**src/rtl/idx_adder_pkg.sv**
```systemverilog
package idx_adder_pkg;

  typedef struct packed {
    logic writeX;
    logic writeY;
    logic takeSum;
    logic setFlags;
  } idxStrobes_t;

  typedef struct packed {
    logic n;
    logic z;
    logic c;
    logic v;
  } idxFlags_t;

endpackage

```
**src/rtl/idx_adder_ctrl.sv**
```systemverilog
module idx_adder_ctrl
  import idx_adder_pkg::*;
(
  input  logic        addStrobe,
  input  logic        loadEn,
  input  logic        regSel,
  output idxStrobes_t strobes
);

  logic anyWrite;

  always_comb begin
    anyWrite         = addStrobe | loadEn;
    // the add wins over a load issued in the same cycle
    strobes.takeSum  = addStrobe;
    strobes.setFlags = addStrobe;
    strobes.writeX   = anyWrite & ~regSel;
    strobes.writeY   = anyWrite & regSel;
  end

endmodule

```
**src/rtl/idx_adder_datapath.sv**
```systemverilog
module idx_adder_datapath
  import idx_adder_pkg::*;
#(
  parameter int DATA_W = 16,
  parameter int OP_W   = 8
) (
  input  logic              clk,
  input  logic              rstN,
  input  idxStrobes_t       strobes,
  input  logic              regSel,
  input  logic              wideMode,
  input  logic              carryIn,
  input  logic [OP_W-1:0]   operand,
  input  logic [DATA_W-1:0] loadData,
  output logic [DATA_W-1:0] xQ,
  output logic [DATA_W-1:0] yQ,
  output idxFlags_t         flagsQ
);

  localparam int EXT_W    = DATA_W - OP_W;
  localparam int NARROW_W = OP_W;

  logic [DATA_W-1:0] srcVal;
  logic [DATA_W-1:0] opExt;
  logic [DATA_W:0]   sumWide;
  logic [NARROW_W:0] sumNarrow;
  logic [DATA_W-1:0] resVal;
  logic [DATA_W-1:0] loadMasked;
  logic [DATA_W-1:0] writeVal;
  idxFlags_t         flagsWide;
  idxFlags_t         flagsNarrow;
  idxFlags_t         flagsNext;

  always_comb begin
    srcVal    = regSel ? yQ : xQ;
    opExt     = {{EXT_W{operand[OP_W-1]}}, operand};
    // carry-in deliberately not an input to either adder
    sumWide   = {1'b0, srcVal} + {1'b0, opExt};
    sumNarrow = {1'b0, srcVal[NARROW_W-1:0]} + {1'b0, opExt[NARROW_W-1:0]};

    flagsWide.n = sumWide[DATA_W-1];
    flagsWide.z = (sumWide[DATA_W-1:0] == '0);
    flagsWide.c = sumWide[DATA_W];
    flagsWide.v = (srcVal[DATA_W-1] == opExt[DATA_W-1]) &&
                  (sumWide[DATA_W-1] != srcVal[DATA_W-1]);

    flagsNarrow.n = sumNarrow[NARROW_W-1];
    flagsNarrow.z = (sumNarrow[NARROW_W-1:0] == '0);
    flagsNarrow.c = sumNarrow[NARROW_W];
    flagsNarrow.v = (srcVal[NARROW_W-1] == operand[OP_W-1]) &&
                    (sumNarrow[NARROW_W-1] != srcVal[NARROW_W-1]);

    if (wideMode) begin
      resVal     = sumWide[DATA_W-1:0];
      flagsNext  = flagsWide;
      loadMasked = loadData;
    end else begin
      resVal     = {{EXT_W{1'b0}}, sumNarrow[NARROW_W-1:0]};
      flagsNext  = flagsNarrow;
      loadMasked = {{EXT_W{1'b0}}, loadData[NARROW_W-1:0]};
    end

    writeVal = strobes.takeSum ? resVal : loadMasked;
  end

  always_ff @(posedge clk or negedge rstN) begin
    if (!rstN) begin
      xQ     <= '0;
      yQ     <= '0;
      flagsQ <= '0;
    end else begin
      if (strobes.writeX)   xQ     <= writeVal;
      if (strobes.writeY)   yQ     <= writeVal;
      if (strobes.setFlags) flagsQ <= flagsNext;
    end
  end

  // a write aimed at X never disturbs Y
  assert_y_kept_R2: assert property (@(posedge clk) disable iff (!rstN)
    (strobes.takeSum || strobes.writeX || strobes.writeY) && !regSel |=> yQ == $past(yQ));

  // a write aimed at Y never disturbs X
  assert_x_kept_R3: assert property (@(posedge clk) disable iff (!rstN)
    (strobes.takeSum || strobes.writeX || strobes.writeY) && regSel |=> xQ == $past(xQ));

  // narrow-mode writes leave the high byte zero
  assert_narrow_high_R6: assert property (@(posedge clk) disable iff (!rstN)
    (strobes.writeX || strobes.writeY) && !wideMode |=>
      (($past(regSel) ? yQ[DATA_W-1:NARROW_W] : xQ[DATA_W-1:NARROW_W]) == '0));

  // a plain load keeps the flags
  assert_load_flags_R10: assert property (@(posedge clk) disable iff (!rstN)
    (strobes.writeX || strobes.writeY) && !strobes.takeSum |=> flagsQ == $past(flagsQ));

  // idle cycle holds all state
  assert_idle_hold_R11: assert property (@(posedge clk) disable iff (!rstN)
    !(strobes.writeX || strobes.writeY || strobes.setFlags) |=>
      (xQ == $past(xQ)) && (yQ == $past(yQ)) && (flagsQ == $past(flagsQ)));

  // adding zero with carry set leaves the register as it was
  assert_no_carry_in_R5: assert property (@(posedge clk) disable iff (!rstN)
    strobes.takeSum && carryIn && (operand == '0) && wideMode && !regSel |=>
      xQ == $past(xQ));

endmodule

```
**src/rtl/idx_adder_top.sv**
```systemverilog
module idx_adder_top
  import idx_adder_pkg::*;
#(
  parameter int DATA_W = 16,
  parameter int OP_W   = 8
) (
  input  logic              clk,
  input  logic              rstN,
  input  logic              addStrobe,
  input  logic              loadEn,
  input  logic              regSel,
  input  logic              wideMode,
  input  logic              carryIn,
  input  logic [OP_W-1:0]   operand,
  input  logic [DATA_W-1:0] loadData,
  output logic [DATA_W-1:0] xReg,
  output logic [DATA_W-1:0] yReg,
  output logic              flagN,
  output logic              flagZ,
  output logic              flagC,
  output logic              flagV
);

  idxStrobes_t strobes;
  idxFlags_t   flagsQ;

  idx_adder_ctrl u_ctrl (
    .addStrobe (addStrobe),
    .loadEn    (loadEn),
    .regSel    (regSel),
    .strobes   (strobes)
  );

  idx_adder_datapath #(.DATA_W(DATA_W), .OP_W(OP_W)) u_dp (
    .clk      (clk),
    .rstN     (rstN),
    .strobes  (strobes),
    .regSel   (regSel),
    .wideMode (wideMode),
    .carryIn  (carryIn),
    .operand  (operand),
    .loadData (loadData),
    .xQ       (xReg),
    .yQ       (yReg),
    .flagsQ   (flagsQ)
  );

  assign flagN = flagsQ.n;
  assign flagZ = flagsQ.z;
  assign flagC = flagsQ.c;
  assign flagV = flagsQ.v;

endmodule

```
**config.mk**
```make
export PLATFORM = sky130hd
export DESIGN_NAME = idx_adder_top
export DESIGN_NICKNAME = d
export VERILOG_FILES = /design/src/rtl/idx_adder_pkg.sv /design/src/rtl/idx_adder_ctrl.sv /design/src/rtl/idx_adder_datapath.sv /design/src/rtl/idx_adder_top.sv
export SDC_FILE = /design/constraint.sdc
export NUM_CORES = 1
export LEC_CHECK = 0
export BUFFER_PORTS_ARGS = -buffer_cell sky130_fd_sc_hd__buf_4
export CORE_MARGIN = 5
export CORE_UTILIZATION = 41
export DETAILED_ROUTE_END_ITERATION = 12
export GPL_TIMING_DRIVEN = 0
export SYNTH_ARGS = -nofsm -noshare
export SYNTH_HDL_FRONTEND = slang
export SYNTH_SLANG_ARGS = --single-unit
```
**constraint.sdc**
```tcl
create_clock -name clk -period 4.55 [get_ports clk]
set_input_delay 0.91 -clock clk [delete_from_list [all_inputs] [get_ports clk]]
set_output_delay 0.91 -clock clk [all_outputs]
set_load 0.02 [all_outputs]
```
==> summary by stage, run 1 <==
Routing
The final route contains 2489 vias. The number of remaining DRC errors is 0. The number of iterations in the first detailed-routing pass is 4. The remaining antenna violation count after routing is 0. The violation count after the first detailed-route iteration is 108. In the routed layout, each cell is associated on average with a via count of 5.63.

The routed wirelength normalized by instance count is 17.8 µm. After detailed routing, the total wire length is 7890 µm.

Layout
The top cell types in the final layout, fill and taps aside, are 63 x sky130_fd_sc_hd__buf_4, 42 x sky130_fd_sc_hd__nand2_1, 36 x sky130_fd_sc_hd__dfrtp_1. In the final layout, the share of cells above drive strength 1 is 26.0%. Leaving out fill and tap cells, the most frequent cell in the layout is sky130_fd_sc_hd__buf_4. The sequential cell area is 901 µm². The count of inserted antenna diode cells is 0.

The final net count is 412. The filler cell count in the final layout is 619. In the final layout, the multi-input gates occupy 0.00167 mm². From synthesis to final layout, the design area changed by 24.8%. The post-layout instance count excluding filler cells is 442.

Timing
The final-report max-slew violation count is 0. The setup TNS is 0 ns. The final number of hold-violating endpoints is 0. The worst clock skew is 0.00284 ns. After layout, the worst setup slack is 0.292 ns. The relative max-transition margin is 52.8%. The count of final setup violators is 0. For this run, the top clock speed supported by timing is 235 MHz.

The slew of the pin with the lowest slew margin is 0.708 ns. The ratio of final minimum period to clock period is 93.6%. Counting I/O delays and the setup requirement, the final critical path takes 4.26 ns. Setup repair after global routing left no endpoint under its margin.

Logic synthesis
The count of different cell masters after synthesis is 48. Counting flops with a built-in enable in the synthesized netlist gives 0. The average size of a mapped cell is 8.96 µm². In the synthesized netlist, the number of instances is 294. For this run, asynchronously set or reset flops after synthesis account for 100%. The number of storage elements in the synthesis netlist is 36. The number of nets produced by synthesis is 342. The sequential element share of the synthesized area is 34.2%.

The number of synthesis warnings is 0. The cell area that synthesis handed to floorplanning was 0.00264 mm². The most used flip-flop cell after synthesis is sky130_fd_sc_hd__dfrtp_1.

Critical path
The maximum single-stage delay on the critical path is 0.60 ns. STA puts the critical path data arrival time at 4.48 ns. The worst setup path is launched from a primary input. The slowest cell on the critical path is sky130_fd_sc_hd__buf_1.

STA classifies the critical path endpoint as a flop. Walking the worst path, the cells encountered are clkbuf_1 -> buf_1 -> mux2_2 -> ha_1 -> a2111oi_0 -> o31ai_1 -> a311oi_2 -> o21a_1 -> nor3_1 -> or3_1 -> o21ai_1. The largest fanout on the critical path is 10. The worst setup path category is primary input to flop. The required time of the worst setup path is 4.77 ns.

Pwr
The internal power is 0.898 mW. The switching component of the power is 0.703 mW. The total chip power is 1.60 mW. The areal power density over the cells is 487 mW/mm².

The share of total power dissipated in sequential elements is 28.4%. The relative contribution of combinational cells to total power is 57.0%. The share of power burned in the clock network is 14.6%. Net switching is 43.9% of the power. The static leakage is 1.51 nW. Across the VDD grid, the largest voltage drop is 0.000228 V.

Clock network
Gates resized during post-CTS repair numbered 0. The maximum buffer depth of the clock tree is 2. The total of hold buffers inserted after clock tree synthesis is 0.

The maximum level of the CTS H-tree is 2. After clock tree synthesis, the clock-pin slew on the worst setup and hold paths is 0.08 ns. For the worst-skew pair, the clock arrives at the later sink with an insertion delay of 0.29 ns.

The number of buffers inserted by post-CTS setup repair is 0. The clock tree from TritonCTS is built. The total clock buffers created by CTS is 5. Clock tree synthesis found a total of 36 sinks. The cell sitting at the root of the clock tree is a sky130_fd_sc_hd__clkbuf_8.

Worst hold path
The class of the worst hold path is flop to flop.

Global routing
The initial antenna violation count is 0. The first global-routing pass estimated 13300 µm of wire. The total congestion overflow after global routing is 0. The via count of the first global-routing pass was 2615. Entering global routing, the biggest net connects 37 pins. For this run, the total global-route usage over all layers was measured as 19.9%.

Place
The wire-length estimate of the detail-placed layout is 6110 µm. At the placement stage, the worst setup path has a slack of -0.0213 ns. At the end of routability-driven placement, the weighted congestion stood at 0.892. Once placement completed, the tool counted placed cells totaling 434. The number of input and output port buffers inserted is 63.

Die
The placeable core area is 0.00631 mm². For this design the top-level I/O count stands at 67. The floorplan step defined a die boundary enclosing 0.00813 mm². Once the floorplan was initialized, standard cells occupied 41.7% of the core. The row count is 29.

The die boundary width is 90.2 µm. The die is 90.2 µm tall.

Job
The count of max-cap constraint violations is 0.

Status
The flow ran to the end, and the final reports show no timing, DRC or antenna violations.
-- power groups by stage --
stage | Sequential [mW] | Combinational (mW) | Clock [mW]
after global placement | 0.461 | 0.906 | 0
final | 0.455 | 0.913 | 0.233
after global routing | 0.466 | 1.01 | 0.253
after CTS | 0.456 | 0.917 | 0.239
after detailed placement | 0.461 | 0.914 | 0
after floorplan | 0.546 | 0.532 | 0
-- flip-flops by register name, summed over array words and instances (netlist names) --
register and cells:
u_dp.yQ 16, u_dp.xQ 16, u_dp.flagsQ 4
-- cells by family (layout without fill, tap and decap cells) --
logic type | Yosys count | after routing | synth area share, %
adders and majority gates | 17 | 17 | 8.36
DFF | 36 | 36 | 34.2
AOI/OAI and AO/OA | 97 | 97 | 24.4
buffers and inverters | 16 | 87 | 2.28
and+or+nand+nor | 88 | 88 | 15.1
xor gates and xnor gates | 10 | 10 | 3.32
muxes | 30 | 30 | 12.3
-- layer usage --
| metal | global-route usage (%) | up-vias | share of wire [%] |
|---|---|---|---|
| met5 | 0 | - | 0 |
| li1 | - | 1225 | - |
| met3 | 5.01 | 11 | 5.5 |
| met4 | 5.46 | 0 | 1.4 |
| met2 | 34.1 | 78 | 49 |
| met1 | 24.7 | 1175 | 44 |
-- final timing paths --
check | from | end | slack, ns | depth (start not counted)
setup / recovery | regSel | u_dp.xQ[14] | 0.29 | 11
hold / removal | u_dp.flagsQ[0] | u_dp.flagsQ[0] | 0.48 | 1
setup reg to reg | u_dp.yQ[0] | u_dp.flagsQ[2] | 1.41 | 10
hold reg to reg | u_dp.flagsQ[0] | u_dp.flagsQ[0] | 0.48 | 1
max in group asynchronous | rstN | u_dp.xQ[6] | 3.65 | 1
min in group asynchronous | rstN | u_dp.xQ[9] | 0.56 | 1
-- area by class of cell --
class | instances | area share (%)
multi-input cells | 242 | 50.9
clock buffers | 7 | 2.32
plain buffers | 12 | 1.37
well taps | 77 | 2.93
repair buffers | 63 | 14.4
inverters | 4 | 0.456
clock inverters | 1 | 0.266
flip-flops and latches | 36 | 27.4
-- cell usage after synthesis, types with 2 or more instances --
cell type,instances,share of area (%)
sky130_fd_sc_hd__nand2_1,42,6.0
sky130_fd_sc_hd__dfrtp_1,36,34
sky130_fd_sc_hd__o21ai_0,27,5.1
sky130_fd_sc_hd__mux2_2,19,8.1
sky130_fd_sc_hd__ha_1,16,7.6
sky130_fd_sc_hd__nor2_1,15,2.1
sky130_fd_sc_hd__a21oi_1,14,2.7
sky130_fd_sc_hd__o21ai_1,12,2.3
sky130_fd_sc_hd__mux2i_1,11,4.2
sky130_fd_sc_hd__clkbuf_1,10,1.4
sky130_fd_sc_hd__nor3_1,8,1.5
sky130_fd_sc_hd__xnor2_1,8,2.7
sky130_fd_sc_hd__nand3_1,7,1.3
sky130_fd_sc_hd__o21a_1,6,1.7
sky130_fd_sc_hd__o31ai_1,6,1.7
sky130_fd_sc_hd__a211oi_1,4,1.1
sky130_fd_sc_hd__a21o_1,4,1.1
sky130_fd_sc_hd__inv_1,4,0.57
sky130_fd_sc_hd__or3_1,4,0.95
sky130_fd_sc_hd__a31oi_1,3,0.71
sky130_fd_sc_hd__and2_1,3,0.71
sky130_fd_sc_hd__o21bai_1,3,0.85
sky130_fd_sc_hd__a211o_1,2,0.66
sky130_fd_sc_hd__a2bb2oi_1,2,0.66
sky130_fd_sc_hd__and3_1,2,0.47
sky130_fd_sc_hd__buf_1,2,0.29
sky130_fd_sc_hd__nor2b_1,2,0.47
sky130_fd_sc_hd__xor2_1,2,0.66
-- critical path, delay by kind of cell --
family	cells	cell delay (ns)
adders and majority gates	1	0.38
muxes	1	0.41
buffers and inverters	2	0.97
and+or+nand+nor	2	0.41
AOI/OAI and AO/OA	5	1.38
-- per-stage QoR --
step	instance area [µm²]	util [%]	hold slack, ns
final	3290	52.1	0.485
after global routing	3290	52.1	0.504
after CTS	3290	52.1	0.492
after detailed placement	3200	50.8	0.473
after global placement	3200	50.8	0.466
after floorplan	2640	-	0.591
Note: power is estimated with default switching activity, not from simulation.
==> inputs of run 2 (changes only) <==
Settings changed: BUFFER_PORTS_ARGS -buffer_cell sky130_fd_sc_hd__buf_4 to -buffer_cell sky130_fd_sc_hd__buf_2, CTS_CLUSTER_DIAMETER from default to 200.
==> summary by stage, run 2 (synthesized netlist as in run 1, its figures left out) <==
Status
The flow ran to the end, and the final reports show no timing, DRC or antenna violations.

Place
The weighted congestion reported at the end of routability-driven placement is 0.913. Input and output buffers added on the ports amount to 63. Once placement finished, the instance area stood at 0.00305 mm². The worst slack at placement is 0.0524 ns. The sum of net half-perimeters after detailed placement is 6090 µm.

Job
Max-cap violations in this run came to 0.

Global routing
The first global-routing pass estimated 12800 µm of wire. After global routing the overflow that remains totals 0. In the global route stage, met1 resource usage came out at 23.9%. The initial antenna violation count is 0. The global-route met3 utilization is 4.51%. Entering global routing, the biggest net connects 37 pins. In this run the most used layer during global routing was met2. Across every metal layer, demand over resource in global routing totals 19.3%. The met2 demand-to-capacity share in global routing is 32.9%. The via count of the first global-routing pass was 2600.

Routing
The violation count after the first detailed-route iteration is 142. The remaining antenna violation count after routing is 0. Detailed routing inserted a total of 2500 vias. The vias per cell is 5.66. In the final routed layout, each cell accounts on average for 17.8 µm. The final layout contains routed wiring with a total length of 7880 µm. For this run, design rule violations remaining after detail routing come to 0. The first detailed-routing pass ran for 4 iterations.

Timing
Across all setup checks in the final design, the least slack found is 0.352 ns. For the pin with the worst max-slew slack, the measured transition is 0.837 ns. Setup repair after global routing left no endpoint under its margin. The clock period could shrink to 4.20 ns. The achievable clock frequency is 238 MHz. The final-report max-slew violation count came to 0. The setup TNS is 0 ns. The count of final setup violators is 0.

The worst path uses 92.3% of the clock period. The final number of hold-violating endpoints is 0. The worst clock skew is 0.0130 ns. The worst pin sits at a relative slew slack of 44.2%.

Clock network
The total of hold buffers inserted after clock tree synthesis is 0. The clock reaches the later pin of the worst-skew pair after 0.30 ns. The root buffer selected by CTS is sky130_fd_sc_hd__clkbuf_8.

The number of sinks on the clock net is 36. Counting along the longest clock path gives a buffer depth of 2. Clock-pin slew was measured on the worst setup and hold paths at 0.08 ns. The maximum level of the CTS H-tree is 2.

After clock tree synthesis, the repair step resized 0 gates. TritonCTS built the clock tree. In this run the post-CTS setup repair buffer count came out at 0. The total clock buffers created by CTS is 5.

Die
The die outline height is 90.2 µm. The area of the die is 0.00813 mm². In this run the count of I/O pins placed on the die edge is 67. The placeable core area is 0.00631 mm². The initialized floorplan defines 29 standard-cell rows. The initial core utilization is 41.7%. The die boundary width is 90.2 µm.

Worst hold path
The end of the worst hold path is u_dp.flagsQ[0]. The startpoint of the worst hold path is u_dp.flagsQ[0]. Counting instances, the worst hold path has a depth of 1. The class of the worst hold path is flop to flop.

Pwr
The part of the power in registers is 28.8%. The areal power density over the cells is 497 mW/mm². The share of power burned in the clock network is 15.2%. The internal power is 0.847 mW.

Net switching is 45.6% of the power. Combinational cells account for 55.9% of the total power. For this design the total switching power over the nets is 0.712 mW.

In this run the static leakage power is 1.47 nW. The maximum vdd ir drop is 0.000248 V.

Layout
The area growth from synthesis to layout is 18.9%. The largest registers in the layout are u_dp.xQ (16), u_dp.yQ (16), u_dp.flagsQ (4). Summing all non-filler instances in the final layout gives an area of 0.00313 mm². The leading cell type in the layout, fill and taps excluded is sky130_fd_sc_hd__buf_2.

In the layout the commonest cells are 63 x sky130_fd_sc_hd__buf_2, 42 x sky130_fd_sc_hd__nand2_1, 36 x sky130_fd_sc_hd__dfrtp_1. Cells with a size suffix above 1 make up 26.6% of the layout. The count of inserted antenna diode cells is 0. Measured on the finished design, the core utilization comes to 49.6%. The filler cell count in the final layout is 649.

The final layout contains 412 nets.

Critical path
At the worst endpoint, the required time is 4.78 ns. The largest fanout on the critical path is 10. In this run the critical register-to-register path is launched from u_dp.yQ[0]. On the worst path, the slowest cell contributes a delay of 0.60 ns.

The critical path goes through clkbuf_1 -> buf_1 -> mux2_2 -> ha_1 -> a2111oi_0 -> o31ai_1 -> a311oi_2 -> o21a_1 -> nor3_1 -> or3_1 -> o21ai_1. Grouping stages by cell kind, the critical path spends the most delay in compound AO/OA/AOI/OAI gates. The critical path capture point type is a flop.

The number of buffers and inverters on the critical path is 2. On the critical path, the stage with the largest delay is an instance of sky130_fd_sc_hd__buf_1. The count of cells along the worst register-to-register path is 10. At the worst endpoint, the arrival time is 4.42 ns. The endpoint of the most critical register-to-register path is u_dp.flagsQ[2].

The worst setup path is of the primary input to flop kind. The worst setup path is launched from a primary input. Across all register-to-register paths, the minimum setup slack is 1.42 ns.
==> run 2: cell types whose count changed in the layout (fill, tap and decap cells not counted), sizes merged <==
cell	delta
clkbuf	-2
clkinv	+2
==> run 2: worst max-delay path by stage <==
stage	startpoint	slack, ns	cells past startpoint	endpoint
final	regSel	0.35	11	u_dp.yQ[14]
after global routing	regSel	0.14	11	u_dp.xQ[14]
after CTS	regSel	0.36	11	u_dp.yQ[14]
after detailed placement	regSel	0.05	11	u_dp.yQ[14]
after global placement	regSel	0.06	11	u_dp.yQ[14]
after floorplan	regSel	0.70	11	u_dp.flagsQ[2]
==> run 2: through the flow <==
step                power (mW)  hold WS, ns  instances
detailed placement        1.33        0.462        434
CTS                       1.57        0.481        442
global route              1.68        0.507        442
floorplan                 1.08        0.591        294
finish                    1.56        0.475        442
global placement          1.31        0.462        434
==> run 2: per-layer routing <==
metal | vias to the layer above | share of wire, %
li1 | 1227 | -
met1 | 1170 | 44
met2 | 85 | 48
met3 | 18 | 6.3
met4 | 0 | 2.3
met5 | - | 0
==> run 2: layout make-up <==
class	instances	area (µm²)	area share, %
timing repair buffer	63	315	10.1
inverter	4	15.0	0.479
tap	77	96.3	3.07
multi-input combinational	242	1670	53.4
clock inverter	3	18.8	0.599
buffer	12	45.0	1.44
sequential	36	901	28.7
clock buffer	5	68.8	2.20
==> run 2: power by group through the flow <==
stage | clock network [mW] | registers [mW] | logic [mW]
after floorplan | 0 | 0.546 | 0.532
after global placement | 0 | 0.456 | 0.856
after detailed placement | 0 | 0.457 | 0.868
after CTS | 0.243 | 0.451 | 0.873
after global routing | 0.260 | 0.462 | 0.958
final | 0.238 | 0.450 | 0.872
